$ cat config.mk
export PLATFORM = sky130hd
export DESIGN_NAME = adc_gain_cal
export DESIGN_NICKNAME = d
export VERILOG_FILES = /design/src/rtl/adc_cal_pkg.sv /design/src/rtl/cal_param_bank.sv /design/src/rtl/cal_mult_stage.sv /design/src/rtl/cal_round_sat_stage.sv /design/src/rtl/cal_ovf_sticky.sv /design/src/rtl/adc_gain_cal.sv
export SDC_FILE = /design/constraint.sdc
export NUM_CORES = 1
export LEC_CHECK = 0
export ABC_CLOCK_PERIOD_IN_PS = 6800
export BUFFER_PORTS_ARGS = -buffer_cell sky130_fd_sc_hd__buf_4
export CAP_MARGIN = 30
export CORE_MARGIN = 4
export CORE_UTILIZATION = 55
export CTS_CLUSTER_DIAMETER = 40
export DETAILED_ROUTE_END_ITERATION = 10
export GPL_ROUTABILITY_DRIVEN = 0
export PLACE_DENSITY_LB_ADDON = 0.1
export SYNTH_ARGS = -nofsm -noshare
export SYNTH_HDL_FRONTEND = slang
export SYNTH_SLANG_ARGS = --single-unit
$ cat constraint.sdc
create_clock -name clk -period 6.8 [get_ports clk]
set_input_delay 0.68 -clock clk [delete_from_list [all_inputs] [get_ports clk]]
set_output_delay 0.68 -clock clk [all_outputs]
set_load 0.02 [all_outputs]
$ cat src/rtl/adc_cal_pkg.sv
package adc_cal_pkg;
  // Shared dimensions of the calibration datapath
  localparam int unsigned SAMPLE_W = 16;
  localparam int unsigned GAIN_W   = 16;
  localparam int unsigned FRAC_SH  = 10;

  // Reason a result was clamped (diagnostic encoding only)
  typedef enum logic [1:0] {
    CLAMP_NONE  = 2'd0,
    CLAMP_SCALE = 2'd1,
    CLAMP_SUM   = 2'd2,
    CLAMP_BOTH  = 2'd3
  } clamp_kind_e;
endpackage

$ cat src/rtl/cal_param_bank.sv
module cal_param_bank #(
  parameter int unsigned GAIN_W  = 16,
  parameter int unsigned OFF_W   = 16,
  parameter int unsigned FRAC_SH = 10
) (
  input  logic              clk,
  input  logic              rst,
  input  logic              gain_we,
  input  logic [GAIN_W-1:0] gain_wdata,
  input  logic              offset_we,
  input  logic [OFF_W-1:0]  offset_wdata,
  output logic [GAIN_W-1:0] gain_q,
  output logic [OFF_W-1:0]  offset_q
);
  localparam logic [GAIN_W-1:0] UNITY_GAIN = GAIN_W'(1) << FRAC_SH;

  // Writes land at the edge; samples accepted at that edge still see the old value.
  always_ff @(posedge clk) begin
    if (rst) begin
      gain_q   <= UNITY_GAIN;
      offset_q <= '0;
    end else begin
      if (gain_we)   gain_q   <= gain_wdata;
      if (offset_we) offset_q <= offset_wdata;
    end
  end
endmodule

$ cat src/rtl/cal_mult_stage.sv
module cal_mult_stage #(
  parameter int unsigned SAMPLE_W = 16,
  parameter int unsigned GAIN_W   = 16,
  parameter int unsigned OFF_W    = 16,
  localparam int unsigned PROD_W  = SAMPLE_W + GAIN_W + 1
) (
  input  logic                     clk,
  input  logic                     rst,
  input  logic                     in_valid,
  input  logic [SAMPLE_W-1:0]      in_data,
  input  logic [GAIN_W-1:0]        gain,
  input  logic [OFF_W-1:0]         offset,
  output logic                     prod_valid,
  output logic signed [PROD_W-1:0] prod_q,
  output logic [OFF_W-1:0]         prod_offset
);
  logic signed [SAMPLE_W-1:0] sample_s;
  logic signed [GAIN_W:0]     gain_s;
  logic signed [PROD_W-1:0]   prod_d;

  always_comb begin
    sample_s = $signed(in_data);
    gain_s   = $signed({1'b0, gain});
    prod_d   = sample_s * gain_s;
  end

  // The offset travels with its sample so both parameters belong to one snapshot.
  always_ff @(posedge clk) begin
    if (rst) begin
      prod_valid  <= 1'b0;
      prod_q      <= '0;
      prod_offset <= '0;
    end else begin
      prod_valid <= in_valid;
      if (in_valid) begin
        prod_q      <= prod_d;
        prod_offset <= offset;
      end
    end
  end
endmodule

$ cat src/rtl/cal_round_sat_stage.sv
module cal_round_sat_stage
  import adc_cal_pkg::*;
#(
  parameter int unsigned SAMPLE_W = 16,
  parameter int unsigned GAIN_W   = 16,
  parameter int unsigned OFF_W    = 16,
  parameter int unsigned FRAC_SH  = 10,
  localparam int unsigned PROD_W  = SAMPLE_W + GAIN_W + 1
) (
  input  logic                     clk,
  input  logic                     rst,
  input  logic                     prod_valid,
  input  logic signed [PROD_W-1:0] prod_q,
  input  logic [OFF_W-1:0]         prod_offset,
  output logic                     res_valid,
  output logic [SAMPLE_W-1:0]      res_data,
  output logic                     ovf_event
);
  localparam logic signed [PROD_W:0] HALF_LSB =
    {{(PROD_W-FRAC_SH+1){1'b0}}, 1'b1, {(FRAC_SH-1){1'b0}}};
  localparam logic signed [PROD_W:0] WIDE_MAX =
    {{(PROD_W-SAMPLE_W+1){1'b0}}, 1'b0, {(SAMPLE_W-1){1'b1}}};
  localparam logic signed [PROD_W:0] WIDE_MIN =
    {{(PROD_W-SAMPLE_W+1){1'b1}}, 1'b1, {(SAMPLE_W-1){1'b0}}};
  localparam logic [SAMPLE_W-1:0] OUT_MAX = {1'b0, {(SAMPLE_W-1){1'b1}}};
  localparam logic [SAMPLE_W-1:0] OUT_MIN = {1'b1, {(SAMPLE_W-1){1'b0}}};

  logic signed [PROD_W:0]   biased;
  logic signed [PROD_W:0]   shifted;
  logic [SAMPLE_W-1:0]      scaled;
  logic                     scale_hi;
  logic                     scale_lo;
  logic signed [SAMPLE_W:0] sum;
  logic                     sum_ovf;
  logic [SAMPLE_W-1:0]      final_val;
  clamp_kind_e              clamp_kind;

  // Round half up, then clamp the scaled value to the sample range.
  always_comb begin
    biased   = {prod_q[PROD_W-1], prod_q} + HALF_LSB;
    shifted  = biased >>> FRAC_SH;
    scale_hi = shifted > WIDE_MAX;
    scale_lo = shifted < WIDE_MIN;
    if (scale_hi)      scaled = OUT_MAX;
    else if (scale_lo) scaled = OUT_MIN;
    else               scaled = shifted[SAMPLE_W-1:0];
  end

  // Offset addition with one guard bit; sign disagreement means overflow.
  always_comb begin
    sum     = $signed({scaled[SAMPLE_W-1], scaled}) +
              $signed({{(SAMPLE_W+1-OFF_W){prod_offset[OFF_W-1]}}, prod_offset});
    sum_ovf = sum[SAMPLE_W] != sum[SAMPLE_W-1];
    if (!sum_ovf)         final_val = sum[SAMPLE_W-1:0];
    else if (sum[SAMPLE_W]) final_val = OUT_MIN;
    else                  final_val = OUT_MAX;
    clamp_kind = clamp_kind_e'({sum_ovf, scale_hi | scale_lo});
  end

  assign ovf_event = prod_valid && (clamp_kind != CLAMP_NONE);

  always_ff @(posedge clk) begin
    if (rst) begin
      res_valid <= 1'b0;
      res_data  <= '0;
    end else begin
      res_valid <= prod_valid;
      if (prod_valid) res_data <= final_val;
    end
  end
endmodule

$ cat src/rtl/cal_ovf_sticky.sv
module cal_ovf_sticky (
  input  logic clk,
  input  logic rst,
  input  logic ovf_event,
  input  logic ovf_clr,
  output logic ovf_flag
);
  // A new event outranks a clear arriving at the same edge.
  always_ff @(posedge clk) begin
    if (rst) ovf_flag <= 1'b0;
    else     ovf_flag <= ovf_event | (ovf_flag & ~ovf_clr);
  end
endmodule

$ cat src/rtl/adc_gain_cal.sv
module adc_gain_cal
  import adc_cal_pkg::*;
#(
  parameter int unsigned DATA_W = SAMPLE_W,
  parameter int unsigned G_W    = GAIN_W,
  parameter int unsigned OFF_W  = SAMPLE_W,
  parameter int unsigned SHIFT  = FRAC_SH,
  localparam int unsigned PROD_W = DATA_W + G_W + 1
) (
  input  logic              clk,
  input  logic              rst,
  input  logic              in_valid,
  input  logic [DATA_W-1:0] in_data,
  input  logic              gain_we,
  input  logic [G_W-1:0]    gain_wdata,
  input  logic              offset_we,
  input  logic [OFF_W-1:0]  offset_wdata,
  input  logic              ovf_clr,
  output logic              out_valid,
  output logic [DATA_W-1:0] out_data,
  output logic              ovf_flag
);
  logic [G_W-1:0]           gain_q;
  logic [OFF_W-1:0]         offset_q;
  logic                     prod_valid;
  logic signed [PROD_W-1:0] prod_q;
  logic [OFF_W-1:0]         prod_offset;
  logic                     ovf_event;

  cal_param_bank #(.GAIN_W(G_W), .OFF_W(OFF_W), .FRAC_SH(SHIFT)) u_params (
    .clk(clk), .rst(rst),
    .gain_we(gain_we), .gain_wdata(gain_wdata),
    .offset_we(offset_we), .offset_wdata(offset_wdata),
    .gain_q(gain_q), .offset_q(offset_q)
  );

  cal_mult_stage #(.SAMPLE_W(DATA_W), .GAIN_W(G_W), .OFF_W(OFF_W)) u_mult (
    .clk(clk), .rst(rst),
    .in_valid(in_valid), .in_data(in_data),
    .gain(gain_q), .offset(offset_q),
    .prod_valid(prod_valid), .prod_q(prod_q), .prod_offset(prod_offset)
  );

  cal_round_sat_stage #(.SAMPLE_W(DATA_W), .GAIN_W(G_W), .OFF_W(OFF_W),
                        .FRAC_SH(SHIFT)) u_round (
    .clk(clk), .rst(rst),
    .prod_valid(prod_valid), .prod_q(prod_q), .prod_offset(prod_offset),
    .res_valid(out_valid), .res_data(out_data), .ovf_event(ovf_event)
  );

  cal_ovf_sticky u_ovf (
    .clk(clk), .rst(rst),
    .ovf_event(ovf_event), .ovf_clr(ovf_clr), .ovf_flag(ovf_flag)
  );
endmodule

==> results of run 1 <==
-- cells in the final DEF, fill, tap and decap left out, drive strengths merged, types with 16 or more instances in the layout --
master,n
xnor2,24
buf,96
mux2i,59
inv,269
fa,194
nand2,153
dfxtp,91
and2,125
xor2,26
a21o,17
nor2,101
nand3,18
nand2b,16
a21oi,27
ha,136
o21ai,40
-- layer usage --
metal	global-route usage [%]	vias up	wire length, um
met2	42.0	207	15000
met5	0	-	0
met3	3.63	25	1570
li1	-	4786	-
met4	5.04	0	476
met1	35.8	4874	14500
-- area by class of cell --
class                   instances  area (um2)
fillers                      2145        9140
flip-flops and latches         91        1830
inverters                     267        1000
clock buffers                  10         229
well taps                     319         399
repair buffers                 96         721
clock inverters                 6        58.8
multi-input cells            1063       10000
-- how the worst max path moves through the flow --
stage / startpoint / endpoint / depth (start not counted)
final: u_params.gain_q[8]$_SDFFE_PP0P_ / u_mult.prod_q[28]$_SDFFE_PP0P_ / 20
after global routing: u_params.gain_q[11]$_SDFFE_PP0P_ / u_mult.prod_q[28]$_SDFFE_PP0P_ / 21
after CTS: u_params.gain_q[9]$_SDFFE_PP0P_ / u_mult.prod_q[28]$_SDFFE_PP0P_ / 21
after detailed placement: in_data[6] / u_mult.prod_q[32]$_SDFFE_PP0P_ / 21
after global placement: in_data[6] / u_mult.prod_q[32]$_SDFFE_PP0P_ / 21
after floorplan: in_data[6] / u_mult.prod_q[28]$_SDFFE_PP0P_ / 22
-- worst max-delay path, cell delays in order, from the launching register on --
cell	delay [ps]
dfxtp_1	590
buf_4	260
nand2_1	80
fa_1	480
inv_1	60
fa_1	520
fa_1	450
fa_1	520
fa_1	550
inv_1	60
fa_1	530
inv_1	80
ha_1	370
a21oi_1	170
o21ai_0	170
a211oi_1	240
o211ai_1	170
a41o_1	310
a311oi_1	320
or4b_1	160
o311ai_0	120
-- synth_stat cells (2+ instances only) --
cell type and number:
o221ai_1 2, a311o_1 2, o21ai_0 36, nor2b_1 6
xor2_1 26, dfxtp_1 91, buf_1 5, a31oi_1 3
a211o_1 3, buf_2 3, a21o_1 17, and2_1 124
nand4_1 11, a311oi_1 8, a21oi_1 26, xnor2_1 24
mux2i_1 59, ha_1 136, nor3b_1 5, o21ai_1 4
clkbuf_1 50, a221oi_1 3, o211ai_1 5, nor2_1 101
nand2_1 153, or3_1 3, nor3_1 6, fa_1 194
a41o_1 2, o21a_1 2, o31ai_1 3, o21bai_1 7
nand3_1 18, a211oi_1 11, inv_1 266, nand2b_1 16
o22ai_1 3, and4_1 3, a22o_1 8, nor4b_1 2
a2111oi_0 5, and3_1 5
-- flip-flops by register name, summed over array words and instances (netlist names) --
signal              flops
u_params.gain_q        16
u_params.offset_q      16
u_round.res_valid       1
u_mult.prod_valid       1
u_ovf.ovf_flag          1
u_round.res_data       16
u_mult.prod_offset     16
u_mult.prod_q          24
-- power by group --
part	switching (W)	internal, W
Sequential	0.000103	0.000612
Clock	0.000236	0.000256
Combinational	0.00172	0.00119
Total	0.00205	0.00206
-- logic make-up (layout without fill, tap and decap cells) --
family | count (synthesis) | in the layout | synth area share, %
AOI/OAI and AO/OA | 161 | 161 | 8.57
and+or+nand+nor | 463 | 463 | 17.5
DFF | 91 | 91 | 13.9
buffers and inverters | 325 | 379 | 9.36
xor gates and xnor gates | 50 | 50 | 3.35
muxes | 59 | 59 | 4.52
adders and majority gates | 330 | 330 | 42.7
-- stage by stage --
stage / util (%) / hold slack [ps] / power [W] / cell area [um2] / worst slack (ps)
final: 60.9 / 489 / 0.00411 / 14300 / 430
after global routing: 60.9 / 515 / 0.00456 / 14300 / 13.9
after CTS: 60.9 / 489 / 0.00412 / 14300 / 218
after detailed placement: 59.7 / 477 / 0.00359 / 14000 / 118
after global placement: 59.7 / 471 / 0.00357 / 14000 / 215
after floorplan: - / 460 / 0.00284 / 13100 / 527
==> flow_summary.ini, run 1 <==
[die]
core_um2 = 23400
die_area_um2 = 26300
die_w_um = 162
die_h_um = 162
rows = 56
start_util_pct = 55.8
boundaryPins = 72

[power]
power_density_nw_per_um2 = 288
irDropWorstVdd_v = 0.000181
p_leak_nw = 7.21

[outcome]
status = finished clean

[drt]
drc = 0
wire_per_inst_um = 17.1
wl_mm = 31.6
drt-initial-drc-count = 526
viasPerCell = 5.34
postRouteAntennaNets = 0
drt_first_pass_iters = 5
vias = 9892

[synthesis]
synth-edff-count = 0
yosys.area.top_type_share_pct = 29.7
syn_area_per_cell_um2 = 8.84
yosys-top-cells-area = fa_1 (30%), dfxtp_1 (14%), ha_1 (13%)
synthCells = 1479
yosysUniqueCellTypes = 64
syn_area_um2 = 13100
yosysTopAreaCell = fa_1
synth-async-reset-ratio_pct = 0
ys_seq_area_share_pct = 13.9
synth_seq_cells = 91
synth_ff_type = dfxtp_1
syn-num-nets = 1863
yosys_warnings = 0

[sta]
hold_viol_final = 0
tightest_slew_ps = 732
rsz0062_at_grt = no
finalSetupTns_ps = 0
setup_violations = 0
skew_ps = 6.56
slew_violations = 0
fmax_mhz = 157
post-route-min-period_ps = 6370
period_share_pct = 93.7
slew_headroom_pct = 51.2

[global_routing]
antenna_found_initial = 0
grt-ovfl-total = 0
grt_pass1_wl_mm = 53.1
grt_pass1_vias = 10200
grt_usage_pct = 25.3
grt_start_max_net_pins = 55

[clock_tree]
cts_hold_buf = 0
post-cts-setup-buffer-count = 0
root_buffer = clkbuf_16
cts_tree = yes
clkTransAtPathRegs_ps = 70
htreeDepth = 3
cts_sinks = 91
clock_path_buffers = 2
cts.repair.resized = 0
cts_made_buffers = 9
insertion_delay_ps = 360

[placed_design]
dp_cells = 1836
io_buffers = 71
dp_hpwl_mm = 25.5

[critical_path]
worst_ep_arrival_time_ps = 6570
worst-r2r-cell-count = 20
timing.rr.start = u_params.gain_q[8]$_SDFFE_PP0P_
regToRegSetupSlack_ps = 430
cp-end-kind = flip-flop
crit_type = flip-flop to flip-flop
critPathLaunchType = flip-flop
cp.required_ps = 7000
worst-path-max-fanout = 8
r2r_end = u_mult.prod_q[28]$_SDFFE_PP0P_

[worst_hold_path]
hp-class = flip-flop to flip-flop
hold_depth = 2
worstHoldStart = u_round.res_data[13]$_SDFFE_PP0P_
min_to = u_round.res_data[13]$_SDFFE_PP0P_

[flow_run]
cap_violations = 0

[cells_and_area]
drive_gt1_share_pct = 8.28
fin_cells = 1852
nets = 1912
diodes = 0
syn_to_final_growth_pct = 9.12
Power figures use the tool's default switching activity.
==> run 2: changes to the inputs <==
- ABC_AREA: unset -> 1
- CORE_UTILIZATION: 55 -> 45
==> run 2 against run 1 <==
  * Flip-flop and latch count unchanged
  * Sequential power increased by 0.8%
  * Area after synthesis increased by 8.8%
  * Register-to-register slack improved by 90 ps
  * Largest cell class unchanged
  * Clock skew increased by 8.6 ps
  * Hold slack got worse by 14 ps
  * Non-clock buffer count decreased by 8
==> flow_summary.ini, run 2 <==
[cells_and_area]
diodes = 0
drive_gt1_share_pct = 6.38
top_register = u_mult.prod_q
largest_reg_flops = 24
multi_input_area_um2 = 10200
ff_latch_area_um2 = 1820
nets = 2431
fill_cells = 3207
final_common_cell = nand2_1
fin_area_um2 = 15400
syn_to_final_growth_pct = 8.35
final_cell_mix = nand2_1 (487), inv_1 (480), nor2_1 (194), fa_1 (194), ha_1 (136)

[critical_path]
worst-r2r-cell-count = 22
cp_cell_sequence = buf_4 > nand2_1 > fa_1 > fa_1 > fa_1 > inv_1 > fa_1 > fa_1 > inv_1 > fa_1 > inv_1 > ha_1 > nand2_1 > inv_1 > nand2_1 > nor3_1 > nand2_1 > or2_1 > nand4_1 > nand2_1 > o21ai_1 > inv_1
crit_buf_inv = 6
critPathLaunchType = flip-flop
cp.depth = 22
slowest_delay_ps = 780
path_delay_family = adder cells
crit_slowest_cell = dfxtp_1
cp-end-kind = flip-flop
crit_type = flip-flop to flip-flop
path_common_cell = fa_1
worst_ep_arrival_time_ps = 6550
worst-path-max-fanout = 13
cp.required_ps = 7070

[drt]
drc = 0
postRouteAntennaNets = 0
drt_first_pass_iters = 6
wire_per_inst_um = 15.9
wl_mm = 39.0
vias = 12500
viasPerCell = 5.11
drt-initial-drc-count = 916

[placed_design]
io_buffers = 71
dpl_cell_area_um2 = 15000
dp_hpwl_mm = 32.2

[sta]
setup_violations = 0
hold_viol_final = 0
slew_headroom_pct = 46.8
rsz0062_at_grt = no
tightest_slew_ps = 797
period_share_pct = 92.4
post-route-min-period_ps = 6280
finalSetupTns_ps = 0
fmax_mhz = 159
slew_violations = 0
skew_ps = 15.1

[synthesis]
synth_top_family_by_area = adder cells
yosysMostFrequentCell = nand2_1
synth-async-reset-ratio_pct = 0
synthAdderAreaFrac_pct = 39.3
syn-num-nets = 2418
yosys-top-cells-area = fa_1 (27%), nand2_1 (13%), dfxtp_1 (13%)
syn_area_um2 = 14200
yosysTopAreaCell = fa_1
ys_seq_area_share_pct = 12.8
synthXorXnorAreaFrac_pct = 1.73
synthMuxAreaShare_pct = 0
synth_compound_area_share_pct = 8.75
yosys.area_share.simple_pct = 22.3
synth_commonest_cells = nand2_1 (487), inv_1 (481), fa_1 (194), nor2_1 (194), ha_1 (136)
synth_seq_cells = 91
syn_area_per_cell_um2 = 6.99
yosys.area.top_type_share_pct = 27.3
synthCells = 2034
yosys_warnings = 0
synth_ff_type = dfxtp_1
yosysUniqueCellTypes = 41
synth-edff-count = 0

[global_routing]
grt_pass1_wl_mm = 65.1
grt_start_max_net_pins = 77
antenna_found_initial = 0
grt_pass1_vias = 12700
grt-ovfl-total = 0
grt_usage_pct = 23.8

[clock_tree]
clkTransAtPathRegs_ps = 80
cts_tree = yes
htreeDepth = 3
insertion_delay_ps = 380
cts_sinks = 91
post-cts-setup-buffer-count = 0
cts_made_buffers = 9
cts.repair.resized = 0
clock_path_buffers = 2
cts_hold_buf = 0
root_buffer = clkbuf_16

[flow_run]
cap_violations = 0

[power]
clkPwrFrac_pct = 11.4
power_density_nw_per_um2 = 363
irDropWorstVdd_v = 0.000300
seqPwrFrac_pct = 12.9
p_switching_w = 0.00308
switching_share_pct = 55.2
p_leak_nw = 8.88
p_int_w = 0.00250
combPwrFrac_pct = 75.7

[worst_hold_path]
hp-class = flip-flop to flip-flop
hold_depth = 2

[die]
rows = 64
die_w_um = 186
boundaryPins = 72
core_um2 = 30900
start_util_pct = 46.0
die_h_um = 186
die_area_um2 = 34500

[outcome]
status = finished clean
-- run 2: cell types whose count changed after synthesis, moves of 58 or more --
cell	before	now
mux2i_1	59	0
inv_1	266	481
and2_1	124	0
o21ai_0	36	106
nor2_1	101	194
a21oi_1	26	84
nand2_1	153	487
-- run 2: path summary, 6_finish.rpt --
check | start | endpoint | slack [ps]
worst max-delay path | u_params.gain_q[9]$_SDFFE_PP0P_ | u_mult.prod_q[26]$_SDFFE_PP0P_ | 520
worst min-delay path | u_ovf.ovf_flag$_SDFF_PP0_ | u_ovf.ovf_flag$_SDFF_PP0_ | 480
worst max register to register | u_params.gain_q[9]$_SDFFE_PP0P_ | u_mult.prod_q[26]$_SDFFE_PP0P_ | 520
worst min register to register | u_ovf.ovf_flag$_SDFF_PP0_ | u_ovf.ovf_flag$_SDFF_PP0_ | 480
-- run 2: power groups by stage --
stage	Clock, W	Sequential, W	Combinational [W]
finish	0.000638	0.000721	0.00423
global placement	0	0.000730	0.00420
global route	0.000668	0.000731	0.00488
CTS	0.000656	0.000719	0.00424
floorplan	0	0.000694	0.00318
detailed placement	0	0.000731	0.00420
-- run 2: cells by family after synthesis --
| group | count (synthesis) |
|---|---|
| and+or+nand+nor | 787 |
| xor gates and xnor gates | 28 |
| buffers and inverters | 569 |
| adders and majority gates | 330 |
| DFF | 91 |
| AOI/OAI and AO/OA | 229 |
-- run 2: layer usage --
| metal | GRT usage (%) | vias to the layer above | routed length [um] |
|---|---|---|---|
| li1 | - | 6083 | - |
| met1 | 32.9 | 6031 | 17900 |
| met2 | 39.5 | 329 | 18200 |
| met3 | 3.26 | 55 | 2020 |
| met4 | 6.35 | 0 | 888 |
| met5 | 0 | - | 0 |
-- run 2: tightest hold or removal path, delay by kind of cell (launching register included) --
family	cells	cell delay, ps
DFF	1	310
and+or+nand+nor	2	130
-- run 2: cell type report --
cell class	instances	area share (%)
timing repair buffer	88	4.34
tap	396	3.22
multi-input combinational	1374	66.5
clock inverter	6	0.804
clock buffer	10	1.55
inverter	483	11.8
sequential	91	11.8
-- run 2: metrics by stage --
| step | hold WS (ps) | instances | total power, W | setup slack (ps) | util, % |
|---|---|---|---|---|---|
| 3_3_place_gp | 461 | 2431 | 0.00493 | 541 | 48.6 |
| 6_report | 475 | 2448 | 0.00558 | 516 | 49.8 |
| 2_1_floorplan | 449 | 2034 | 0.00388 | 860 | - |
| 5_1_grt | 490 | 2448 | 0.00628 | 191 | 49.8 |
| 3_5_place_dp | 465 | 2432 | 0.00493 | 482 | 48.6 |
| 4_1_cts | 480 | 2448 | 0.00562 | 565 | 49.8 |
